<file path="src/rtl/cam_pkg.sv">
package cam_pkg;
  typedef enum logic [1:0] {
    OP_IDLE,
    OP_WRITE,
    OP_SEARCH,
    OP_READ
  } cam_op_e;
endpackage

</file>
<file path="src/rtl/cam_word.sv">
module cam_word #(
  parameter int WORD_W = 8
) (
  input  logic              clk_i,
  input  logic              rst_ni,
  input  logic              we_i,
  input  logic [WORD_W-1:0] wdata_i,
  input  logic [WORD_W-1:0] arg_i,
  input  logic [WORD_W-1:0] key_i,
  output logic [WORD_W-1:0] data_o,
  output logic              valid_o,
  output logic              hit_o
);
  logic [WORD_W-1:0] data_q;
  logic              valid_q;
  logic [WORD_W-1:0] bit_ok;

  always_ff @(posedge clk_i or negedge rst_ni) begin
    if (!rst_ni) begin
      data_q  <= '0;
      valid_q <= 1'b0;
    end else if (we_i) begin
      data_q  <= wdata_i;
      valid_q <= 1'b1;
    end
  end

  // per-bit compare cell; masked-off positions always agree
  for (genvar b = 0; b < WORD_W; b++) begin : g_cell
    assign bit_ok[b] = ~key_i[b] | ~(data_q[b] ^ arg_i[b]);
  end

  assign hit_o   = valid_q & (&bit_ok);
  assign data_o  = data_q;
  assign valid_o = valid_q;

  AST_WR_SETS_VALID: assert property (@(posedge clk_i) disable iff (!rst_ni)
    we_i |=> (valid_o && data_o == $past(wdata_i)));
endmodule

</file>
<file path="src/rtl/cam_first_sel.sv">
module cam_first_sel #(
  parameter int N = 16,
  localparam int IDX_W = (N > 1) ? $clog2(N) : 1
) (
  input  logic [N-1:0]     req_i,
  output logic             any_o,
  output logic [IDX_W-1:0] idx_o,
  output logic [N-1:0]     oh_o
);
  always_comb begin
    idx_o = '0;
    oh_o  = '0;
    for (int i = N - 1; i >= 0; i--) begin
      if (req_i[i]) begin
        idx_o = IDX_W'(i);
        oh_o  = N'(1) << i;
      end
    end
  end

  assign any_o = |req_i;
endmodule

</file>
<file path="src/rtl/masked_cam.sv">
module masked_cam
  import cam_pkg::*;
#(
  parameter int NUM_WORDS = 16,
  parameter int WORD_W    = 8,
  localparam int IDX_W    = (NUM_WORDS > 1) ? $clog2(NUM_WORDS) : 1
) (
  input  logic                 clk_i,
  input  logic                 rst_ni,
  input  logic                 wr_en_i,
  input  logic [IDX_W-1:0]     wr_idx_i,
  input  logic [WORD_W-1:0]    wr_data_i,
  input  logic                 srch_en_i,
  input  logic [WORD_W-1:0]    arg_i,
  input  logic [WORD_W-1:0]    key_i,
  input  logic                 rd_en_i,
  output logic [NUM_WORDS-1:0] match_o,
  output logic                 rd_done_o,
  output logic                 rd_valid_o,
  output logic [IDX_W-1:0]     rd_idx_o,
  output logic [WORD_W-1:0]    rd_data_o
);
  cam_op_e              op;
  logic [WORD_W-1:0]    word_data [NUM_WORDS];
  logic [NUM_WORDS-1:0] word_valid;
  logic [NUM_WORDS-1:0] hit;
  logic [NUM_WORDS-1:0] match_q;
  logic                 sel_any;
  logic [IDX_W-1:0]     sel_idx;
  logic [NUM_WORDS-1:0] sel_oh;
  logic                 rd_valid_q;
  logic [IDX_W-1:0]     rd_idx_q;
  logic [WORD_W-1:0]    rd_data_q;

  // write > search > read
  always_comb begin
    if (wr_en_i)        op = OP_WRITE;
    else if (srch_en_i) op = OP_SEARCH;
    else if (rd_en_i)   op = OP_READ;
    else                op = OP_IDLE;
  end

  for (genvar w = 0; w < NUM_WORDS; w++) begin : g_word
    cam_word #(.WORD_W(WORD_W)) u_word (
      .clk_i   (clk_i),
      .rst_ni  (rst_ni),
      .we_i    (op == OP_WRITE && wr_idx_i == IDX_W'(w)),
      .wdata_i (wr_data_i),
      .arg_i   (arg_i),
      .key_i   (key_i),
      .data_o  (word_data[w]),
      .valid_o (word_valid[w]),
      .hit_o   (hit[w])
    );
  end

  cam_first_sel #(.N(NUM_WORDS)) u_sel (
    .req_i (match_q),
    .any_o (sel_any),
    .idx_o (sel_idx),
    .oh_o  (sel_oh)
  );

  always_ff @(posedge clk_i or negedge rst_ni) begin
    if (!rst_ni) begin
      match_q    <= '0;
      rd_valid_q <= 1'b0;
      rd_idx_q   <= '0;
      rd_data_q  <= '0;
    end else begin
      rd_valid_q <= 1'b0;
      unique case (op)
        OP_WRITE:  match_q <= '0;
        OP_SEARCH: match_q <= hit;
        OP_READ: begin
          if (sel_any) begin
            match_q    <= match_q & ~sel_oh;
            rd_valid_q <= 1'b1;
            rd_idx_q   <= sel_idx;
            rd_data_q  <= word_data[sel_idx];
          end
        end
        default: ;
      endcase
    end
  end

  assign match_o    = match_q;
  assign rd_done_o  = ~|match_q;
  assign rd_valid_o = rd_valid_q;
  assign rd_idx_o   = rd_idx_q;
  assign rd_data_o  = rd_data_q;

  logic [NUM_WORDS-1:0] below_rd;
  always_comb begin
    for (int i = 0; i < NUM_WORDS; i++) below_rd[i] = (i < int'(rd_idx_o));
  end

  AST_WR_CLEARS_MATCH: assert property (@(posedge clk_i) disable iff (!rst_ni)
    wr_en_i |=> (match_o == '0 && !rd_valid_o));
  AST_INVALID_NO_MATCH: assert property (@(posedge clk_i) disable iff (!rst_ni)
    (srch_en_i && !wr_en_i) |=> ((match_o & ~$past(word_valid)) == '0));
  AST_READ_DROPS_ONE: assert property (@(posedge clk_i) disable iff (!rst_ni)
    (rd_en_i && !wr_en_i && !srch_en_i && match_o != '0)
      |=> ($countones(match_o) == $countones($past(match_o)) - 1 && rd_valid_o));
  AST_READ_LOWEST: assert property (@(posedge clk_i) disable iff (!rst_ni)
    rd_valid_o |-> (($past(match_o) & below_rd) == '0));
  AST_EMPTY_READ: assert property (@(posedge clk_i) disable iff (!rst_ni)
    (rd_en_i && !wr_en_i && !srch_en_i && match_o == '0) |=> (!rd_valid_o && match_o == '0));
  AST_SEL_ONEHOT: assert property (@(posedge clk_i) disable iff (!rst_ni)
    $onehot0(sel_oh));
endmodule

</file>
<file path="config.mk">
export PLATFORM = sky130hd
export DESIGN_NAME = masked_cam
export DESIGN_NICKNAME = d
export VERILOG_FILES = /design/src/rtl/cam_pkg.sv /design/src/rtl/cam_word.sv /design/src/rtl/cam_first_sel.sv /design/src/rtl/masked_cam.sv
export SDC_FILE = /design/constraint.sdc
export NUM_CORES = 1
export LEC_CHECK = 0
export BUFFER_PORTS_ARGS = -buffer_cell sky130_fd_sc_hd__buf_2
export CAP_MARGIN = 25
export CORE_UTILIZATION = 25
export CTS_CLUSTER_DIAMETER = 150
export CTS_CLUSTER_SIZE = 10
export DETAILED_ROUTE_END_ITERATION = 10
export SLEW_MARGIN = 20
export SYNTH_ARGS = -nofsm -noshare
export SYNTH_HDL_FRONTEND = slang
export SYNTH_SLANG_ARGS = --single-unit
</file>
<file path="constraint.sdc">
create_clock -name clk_i -period 3.9 [get_ports clk_i]
set_clock_uncertainty 0.1 [all_clocks]
set_input_delay 0.585 -clock clk_i [delete_from_list [all_inputs] [get_ports clk_i]]
set_output_delay 0.585 -clock clk_i [all_outputs]
set_load 0.03 [all_outputs]
</file>
==> out/results.ini, run 1 <==
[floorplanning]
core.rowCount=71
io_pins=63
starting_density_of_the_core_pct=25.6
chipHeight_um=199
core_region_area_sq_um=37800
die_w_um=199
floorplan.die_area_sq_um=39500

[synthesis]
yosys.area_share.simple_pct=9.34
synth.net_count=926
post_synth_adder_cell_area_pct=0.388
synth_largest_area_cell=dfrtp_1
yosys-mux-area-fraction_pct=16.7
synth.lib_cells_used.distinct=57
synth-seq-cells=173
synthesis.yosys.warnings=0
synth_top_family_by_area=multiplexers
post_synth_main_area_contributors=dfrtp_1 (45%), mux2_2 (15%), xor2_1 (12%)
yosys.area_share.xor_xnor_pct=11.6
syn_area_sq_um=9680
post-synth-top-count-cell=dfrtp_1
synthesis.area_per_instance_sq_um=10.9
synth_commonest_cells=dfrtp_1 (173), mux2_2 (129), xor2_1 (128)
synth_enable_flop_cells=0
netlist_instances=890
synth_top_area_share_pct=44.7
dominantRegCellSynth=dfrtp_1
synth-async-reset-ratio_pct=100
synth_compound_gate_area_share_pct=14.1
part_of_the_yosys_area_used_for_sequential_elements_pct=44.7

[timing]
final-setup-viol-count=0
slew-limit-headroom_pct=38.0
setup_repair_after_global_routing_missed_its_margin=false
totalNegativeSetupSlack_ns=0
min_cycle_time_layout_ns=3.21
tightestPinTransition_ns=0.927
hold_slack_ns=0.0665
report.final.slew_viol_count=0
timing.final.hold_violations=0
maxClockFrequency_mhz=312
post_route_clock_period_utilization_pct=82.3

[clock_network]
cts_num_sinks=173
clkSlewWorstSetupHoldPaths_ns=0.07
postCtsResizedCells=0
cts_buffer_depth=2
cts_tree=done
clk_latency_ns=0.44
numCtsBuffers=17
htree_num_levels=4
post_cts_setup_repair_buffer_count=0
hold_buffers=0
cts_root_buffer=clkbuf_16

[route]
detail_route.iter0.violations=820
detail-route-antenna-nets=0
length_of_the_first_detailed_routing_pass_in_iterations=5
routed_wirelength_mm=32.9
remaining_design_rule_violation_count=0
wire_per_inst_um=22.7
vias=7643
post_drt_via_cell_ratio=5.28

[run_status]
outcome=finished, final reports clean

[worst_setup_path]
r2r_path_start=match_o[3]$_DFFE_PN0P_
highest_net_fanout_along_the_worst_path=11
endpoint_kind=register
crit_type=register to register
worstPathArrival_ns=3.48
worstSetupStartpointType=register
rrSetupSlack_ns=0.69
r2r-end=rd_data_o[1]$_DFFE_PN0P_
reg2reg_depth=8
data_required_time_at_the_worst_endpoint_ns=4.17

[placed_design]
placement.io_buffers=62
routabilityCongestion=0.944
dp.final_hpwl_mm=22.2

[grt]
antenna_found_initial=6
gr-total-overflow=0
grt_pass1_wl_mm=48.8
global_route.usage.total_pct=16.9
grt_max_degree=80
grt_pass1_vias=7539

[min_path]
hp-class=primary input to asynchronous set/reset pin

[flow_run]
timing.max_cap.violations=0

[final_layout]
post-route-util_pct=29.2
syn_to_final_growth_pct=14.1
num-nets-final=956
layout-drive-gt1-share_pct=28.0

[pwr]
pwr_density_cell_nw_per_um2=554
worst_vdd_ir_mv=0.338
static-leakage-power_nw=4.78

## sequential cells by signal (all words and copies together), names as in the netlist
signal,count
match_o,16
rd_data_o,8
rd_idx_o,4
g_word.u_word.data_o,128
g_word.u_word.valid_o,16
rd_valid_o,1
## cell type report
type / count / area (sq um)
Fill cell: 3960 / 26800
Multi-Input combinational cell: 642 / 5070
Sequential cell: 173 / 4330
Tap cell: 511 / 639
Clock buffer: 20 / 467
Timing Repair Buffer: 73 / 399
Clock inverter: 12 / 83.8
Inverter: 13 / 48.8
Antenna cell: 4 / 10.0
## stage by stage
step	power, W	cells	instance area, sq um	setup slack [ns]
after global routing	0.00641	1444	11000	0.622
after global placement	0.00446	1412	10500	0.890
final	0.00612	1448	11000	0.690
after CTS	0.00611	1444	11000	0.870
after detailed placement	0.00450	1412	10500	0.882
after floorplan	0.00386	890	9680	1.26
## power breakdown
part | leakage (nW) | total, W | internal, W | switching, W
registers | 2.15 | 0.00270 | 0.00223 | 0.000466
logic | 2.35 | 0.00180 | 0.000795 | 0.00101
clock network | 0.274 | 0.00163 | 0.000870 | 0.000755
total | 4.78 | 0.00612 | 0.00390 | 0.00223
## placed cells by master, fill, tap and decap left out, drive strengths merged, types with 22 or more instances in the layout
| cell | n |
|---|---|
| dfrtp | 173 |
| xor2 | 128 |
| a21oi | 38 |
| nor2 | 34 |
| mux2 | 129 |
| o21ai | 23 |
| a22oi | 22 |
| buf | 73 |
| nand2 | 78 |
## logic make-up (layout without fill, tap and decap cells)
group,Yosys count,count (layout)
other,0,4
multiplexers,137,137
flip-flops,173,173
AND/OR/NAND/NOR,184,184
AO/OA/AOI/OAI,190,190
XOR/XNOR,128,128
adder cells (fa/ha/maj),3,3
buffers and inverters,75,118
## how the worst max path moves through the flow
stage	start	end	slack, ns
detailed placement	match_o[3]$_DFFE_PN0P_	rd_data_o[4]$_DFFE_PN0P_	0.88
global placement	match_o[3]$_DFFE_PN0P_	rd_data_o[4]$_DFFE_PN0P_	0.89
floorplan	match_o[12]$_DFFE_PN0P_	match_o[8]$_DFFE_PN0P_	1.26
CTS	match_o[2]$_DFFE_PN0P_	rd_data_o[4]$_DFFE_PN0P_	0.87
global route	match_o[3]$_DFFE_PN0P_	rd_data_o[1]$_DFFE_PN0P_	0.62
finish	match_o[3]$_DFFE_PN0P_	rd_data_o[1]$_DFFE_PN0P_	0.69
## routing by layer
metal | vias to the layer above | track usage, % | routed length [um]
li1 | 3295 | - | -
met3 | 65 | 4.70 | 3110
met2 | 364 | 25.9 | 14700
met5 | - | 0 | 23
met4 | 4 | 6.44 | 876
met1 | 3915 | 22.6 | 14100
## critical path, stage by stage (launching register included)
cell and delay, ns:
dfrtp_1 0.44, nor4_2 0.33, buf_4 0.23, nand2_1 0.19, a21oi_2 0.57, nand3_1 0.50, a221oi_1 0.52, a31oi_1 0.15
nand3_1 0.12
Note: power is estimated with default switching activity, not from simulation.
==> run 2: changes to the inputs <==
==> constraint.sdc (replaced) <==
create_clock -name clk_i -period 3.05 [get_ports clk_i]
set_clock_uncertainty 0.1 [all_clocks]
set_input_delay 0.4575 -clock clk_i [delete_from_list [all_inputs] [get_ports clk_i]]
set_output_delay 0.4575 -clock clk_i [all_outputs]
set_load 0.03 [all_outputs]
==> out/results.ini, run 2 (synthesis results as in run 1) <==
[run_status]
outcome=finished, final reports clean

[pwr]
switching_power_total_w=0.00290  ; +30%
pwr_density_cell_nw_per_um2=717  ; +29%
seq_power_share_pct=42.6  ; -1.4 points
worst_vdd_ir_mv=0.459  ; +36%
power_w=0.00814  ; +33%
p_clk_share_pct=28.7  ; +2.2 points
static-leakage-power_nw=4.95  ; +3.6%
internal_power_w=0.00524  ; +34%
power_switching_share_pct=35.6  ; -0.75 points
power_frac_comb_pct=28.6  ; -0.8 points

[route]
vias=7643  ; unchanged
detail-route-antenna-nets=0  ; unchanged
remaining_design_rule_violation_count=0  ; unchanged
routed_wirelength_mm=33.0  ; +0.52%
length_of_the_first_detailed_routing_pass_in_iterations=5  ; unchanged
detail_route.iter0.violations=712  ; -13%
wire_per_inst_um=22.4  ; -1.5%
post_drt_via_cell_ratio=5.17  ; -2.0%

[worst_setup_path]
worstPathArrival_ns=2.99  ; -0.49 ns
data_required_time_at_the_worst_endpoint_ns=3.27  ; -0.90 ns
endpoint_kind=register
worstSetupStartpointType=register
crit_type=register to register
highest_net_fanout_along_the_worst_path=9  ; -2

[clock_network]
cts_root_buffer=clkbuf_16
cts_buffer_depth=2  ; unchanged
cts_tree=done
cts_num_sinks=173  ; unchanged
clk_latency_ns=0.44  ; about the same
postCtsResizedCells=0  ; unchanged
post_cts_setup_repair_buffer_count=0  ; unchanged
clkSlewWorstSetupHoldPaths_ns=0.07  ; about the same
numCtsBuffers=17  ; unchanged
hold_buffers=1  ; +1
htree_num_levels=4  ; unchanged

[timing]
setup_repair_after_global_routing_missed_its_margin=false
report.final.slew_viol_count=0  ; unchanged
min_cycle_time_layout_ns=2.77  ; -0.444 ns
slew-limit-headroom_pct=41.4  ; +3.4 points
totalNegativeSetupSlack_ns=0  ; unchanged
maxClockFrequency_mhz=362  ; +16%
tightestPinTransition_ns=0.878  ; -0.0484 ns
post_route_clock_period_utilization_pct=90.7  ; +8.4 points
final-setup-viol-count=0  ; unchanged
timing.final.hold_violations=0  ; unchanged

[final_layout]
largest_register_ffs=128  ; unchanged
layout-drive-gt1-share_pct=30.1  ; +2.1 points
leading_cell_type_in_the_layout_fill_and_taps_excluded=dfrtp_1
num-nets-final=986  ; +3.1%
syn_to_final_growth_pct=17.3
layout_common_cells=dfrtp_1 (173), mux2_2 (129), xor2_1 (128)

[floorplanning]
starting_density_of_the_core_pct=25.6  ; unchanged
floorplan.die_area_sq_um=39500  ; unchanged
chipHeight_um=199  ; unchanged
io_pins=63  ; unchanged
core.rowCount=71  ; unchanged
core_region_area_sq_um=37800  ; unchanged
die_w_um=199  ; unchanged

[min_path]
hp-class=register to register

[flow_run]
timing.max_cap.violations=0  ; unchanged

[grt]
grt_pass1_vias=7702  ; +2.2%
gr-total-overflow=0  ; unchanged
grt_pass1_wl_mm=50.3  ; +3.0%
grt_max_degree=74  ; -7.5%
global_route.usage.total_pct=17.3  ; +0.40 points
antenna_found_initial=5  ; -1

[placed_design]
routabilityCongestion=0.916  ; -3.0%
dp.final_hpwl_mm=23.0  ; +3.7%
placement.io_buffers=62  ; unchanged

-- run 2: cell types whose count changed in the layout (fill, tap and decap cells not counted), moves of 2 or more --
| cell | change |
|---|---|
| buf_4 | +27 |
| inv_6 | -2 |
| bufinv_16 | +3 |
| clkinvlp_4 | +2 |
| clkbuf_8 | -2 |
| clkinv_4 | +3 |
| clkinv_2 | -5 |
-- run 2: critical path, cell delays in order, from the launching register on --
cell and delay, ns:
dfrtp_1 0.45, or4_1 0.74, a21oi_4 0.42, mux4_2 0.57, a211oi_1 0.26, nand3_1 0.10
-- run 2: stage by stage --
| stage | hold WS [ns] | instances | util [%] | setup slack (ns) | cell area, sq um |
|---|---|---|---|---|---|
| 2_1_floorplan | 0.0619 | 890 | - | 0.415 | 9680 |
| 3_3_place_gp | 0.351 | 1440 | 28.3 | 0.319 | 10700 |
| 3_5_place_dp | 0.355 | 1441 | 28.3 | 0.276 | 10700 |
| 4_1_cts | 0.372 | 1474 | 30.0 | 0.285 | 11300 |
| 5_1_grt | 0.385 | 1474 | 30.0 | 0.131 | 11300 |
| 6_report | 0.372 | 1478 | 30.0 | 0.284 | 11400 |
-- run 2: metal layers --
layer / global-route usage (%) / share of wire [%]
met2: 27.5 / 46
met1: 23.2 / 43
met5: 0 / 0.036
met4: 5.13 / 2.1
met3: 4.32 / 8.6
-- run 2: final timing paths --
kind                                                       from                                 endpoint  slack [ns]  cells after the start
setup / recovery                         match_o[2]$_DFFE_PN0P_                 rd_data_o[4]$_DFFE_PN0P_        0.28                      5
hold / removal             g_word[7].u_word.valid_o$_DFFE_PN0P_     g_word[7].u_word.valid_o$_DFFE_PN0P_        0.37                      1
setup reg to reg                         match_o[2]$_DFFE_PN0P_                 rd_data_o[4]$_DFFE_PN0P_        0.28                      5
hold reg to reg            g_word[7].u_word.valid_o$_DFFE_PN0P_     g_word[7].u_word.valid_o$_DFFE_PN0P_        0.37                      1
max in group asynchronous                                rst_ni   g_word[4].u_word.data_o[7]$_DFFE_PN0P_        1.41                      3
min in group asynchronous                                rst_ni  g_word[11].u_word.data_o[5]$_DFFE_PN0P_        0.51                      2
-- run 2: area by class of cell --
type,instances,area [sq um]
diodes,4,10.0
clock inverters,14,184
well taps,511,639
flip-flops and latches,173,4330
inverters,13,48.8
repair buffers,103,637
fillers,3964,26500
multi-input cells,642,5070
clock buffers,18,439
-- run 2: power groups by stage --
stage | Clock (W) | Combinational [W] | Sequential [W]
finish | 0.00234 | 0.00233 | 0.00347
global route | 0.00244 | 0.00253 | 0.00353
CTS | 0.00236 | 0.00232 | 0.00346
detailed placement | 0 | 0.00230 | 0.00350
global placement | 0 | 0.00226 | 0.00350
floorplan | 0 | 0.00152 | 0.00341
==> run 3: changes to the inputs <==
--- a/config.mk
+++ b/config.mk
@@ -7,10 +7,11 @@
 export LEC_CHECK = 0
 export BUFFER_PORTS_ARGS = -buffer_cell sky130_fd_sc_hd__buf_2
 export CAP_MARGIN = 25
-export CORE_UTILIZATION = 25
+export CORE_UTILIZATION = 50
 export CTS_CLUSTER_DIAMETER = 150
 export CTS_CLUSTER_SIZE = 10
 export DETAILED_ROUTE_END_ITERATION = 10
+export PLACE_DENSITY = 0.68
 export SLEW_MARGIN = 20
 export SYNTH_ARGS = -nofsm -noshare
 export SYNTH_HDL_FRONTEND = slang
==> out/results.ini, run 3 (synthesis results as in run 1) <==
[run_status]
outcome=finished, final reports clean

[worst_setup_path]
worstSetupStartpointType=register
rrSetupSlack_ns=0.28  ; about the same
timing.critical_path.slowest_cell_delay_ns=0.70  ; -0.04 ns
cp_slowest_cell=or4_1
cpLargestDelayFamily=simple AND/OR/NAND/NOR gates
endpoint_kind=register
data_required_time_at_the_worst_endpoint_ns=3.27  ; about the same
highest_net_fanout_along_the_worst_path=38  ; +29
crit_type=register to register
worstPathArrival_ns=2.99  ; about the same
critical_path.n_buffers_inverters=1  ; +1
list_of_cells_traversed_by_the_critical_path=or4_1, a21oi_4, buf_12, mux4_2, a211oi_1, nand3_1

[route]
wl_met1_mm=12.6  ; -11%
met3_wirelength_mm=3.12  ; +10%
length_of_the_first_detailed_routing_pass_in_iterations=6  ; +1
detail_route.iter0.violations=949  ; +33%
routed_wirelength_mm=30.5  ; -7.7%
wire_per_inst_um=25.1  ; +12%
top_signal_layer_used=met5
remaining_design_rule_violation_count=0  ; unchanged
detail-route-antenna-nets=0  ; unchanged
wl_met2_mm=13.7  ; -10%
post_drt_via_cell_ratio=6.38  ; +23%
vias=7759  ; +1.5%

[final_layout]
leading_cell_type_in_the_layout_fill_and_taps_excluded=dfrtp_1
regArea_sq_um=4330  ; unchanged
design_area_sq_um=11000  ; -3.2%
layout_common_cells=dfrtp_1 (173), mux2_2 (129), xor2_1 (128)
syn_to_final_growth_pct=13.6
layout-drive-gt1-share_pct=29.4  ; -0.76 points
largest_register_ffs=128  ; unchanged
num-nets-final=977  ; -0.91%
multi_input_comb_area_sq_um=5060  ; -0.12%
count_of_fill_cells_added_during_filler_insertion=1564  ; -61%

[grt]
global_route.usage.total_pct=32.6  ; +15 points
antenna_found_initial=2  ; -3
grt_max_degree=63  ; -15%
grt_pass1_wl_mm=47.6  ; -5.3%
grt_pass1_vias=7641  ; -0.79%
gr-total-overflow=0  ; unchanged

[placed_design]
routabilityCongestion=0.913  ; -0.28%
placed_area_sq_um=10300  ; -3.5%
dp.final_hpwl_mm=20.3  ; -12%
placement.io_buffers=62  ; unchanged

[floorplanning]
core.rowCount=50  ; -30%
floorplan.die_area_sq_um=19900  ; -50%
core_region_area_sq_um=18800  ; -50%
io_pins=63  ; unchanged
chipHeight_um=141  ; -29%
die_w_um=141  ; -29%
starting_density_of_the_core_pct=51.4  ; +26 points

[clock_network]
cts_root_buffer=clkbuf_16
cts_tree=done
cts_num_sinks=173  ; unchanged
numCtsBuffers=17  ; unchanged
cts_buffer_depth=2  ; unchanged
postCtsResizedCells=0  ; unchanged
htree_num_levels=4  ; unchanged
clk_latency_ns=0.43  ; about the same
clkSlewWorstSetupHoldPaths_ns=0.07  ; about the same

[timing]
report.final.slew_viol_count=0  ; unchanged
timing.final.hold_violations=0  ; unchanged
final-setup-viol-count=0  ; unchanged
min_cycle_time_layout_ns=2.77  ; +0.00890 ns
setup_repair_after_global_routing_missed_its_margin=false
maxClockFrequency_mhz=360  ; -0.32%
post_route_clock_period_utilization_pct=91.0  ; +0.29 points
tightestPinTransition_ns=0.860  ; -0.0181 ns
slew-limit-headroom_pct=42.2  ; +0.82 points
totalNegativeSetupSlack_ns=0  ; unchanged

[min_path]
hp-class=register to register

[flow_run]
timing.max_cap.violations=0  ; unchanged

[pwr]
worst_vdd_ir_mv=0.461  ; +0.36%
pwr_density_cell_nw_per_um2=743  ; +3.6%
static-leakage-power_nw=4.93  ; -0.42%

run 3: layout make-up:
type	count	area share, %
multi-input cells	642	46.0
repair buffers	94	5.31
flip-flops and latches	173	39.4
diodes	2	0.0455
clock inverters	15	1.98
well taps	260	2.96
inverters	13	0.444
clock buffers	17	3.87
run 3: timing repair:
item	in CTS	in global routing
endpoints found under the hold margin	59	0
hold buffers	1	0
buffers inserted	0	0
run 3: path summary, 6_finish.rpt:
| check | startpoint | to | cells after the start |
|---|---|---|---|
| hold / removal | g_word[0].u_word.valid_o$_DFFE_PN0P_ | g_word[0].u_word.valid_o$_DFFE_PN0P_ | 1 |
| setup reg to reg | match_o[1]$_DFFE_PN0P_ | rd_data_o[4]$_DFFE_PN0P_ | 6 |
| hold reg to reg | g_word[0].u_word.valid_o$_DFFE_PN0P_ | g_word[0].u_word.valid_o$_DFFE_PN0P_ | 1 |
| setup / recovery | match_o[1]$_DFFE_PN0P_ | rd_data_o[4]$_DFFE_PN0P_ | 6 |
| min in group asynchronous | rst_ni | match_o[11]$_DFFE_PN0P_ | 2 |
| max in group asynchronous | rst_ni | g_word[13].u_word.data_o[0]$_DFFE_PN0P_ | 3 |
run 3: per-stage QoR:
step	instances	utilization [%]	hold slack (ns)	setup WS, ns	total power (W)
floorplan	890	-	0.0619	0.415	0.00493
global placement	1181	54.9	0.350	0.324	0.00569
detailed placement	1181	54.9	0.355	0.314	0.00574
CTS	1214	58.4	0.373	0.304	0.00815
global route	1214	58.4	0.383	0.159	0.00855
finish	1216	58.4	0.371	0.275	0.00817
run 3: where the power goes:
part,internal [W],leakage [nW],switching (W),total (W)
logic,0.00105,2.46,0.00128,0.00234
registers,0.00285,2.15,0.000568,0.00342
clock network,0.00145,0.317,0.000956,0.00241
run 3: per-layer routing:
layer  global-route usage (%)  vias up
met5                        0        -
met4                     13.3        2
met3                     9.07       86
met2                     49.6      431
met1                     43.8     3903
li1                         -     3337
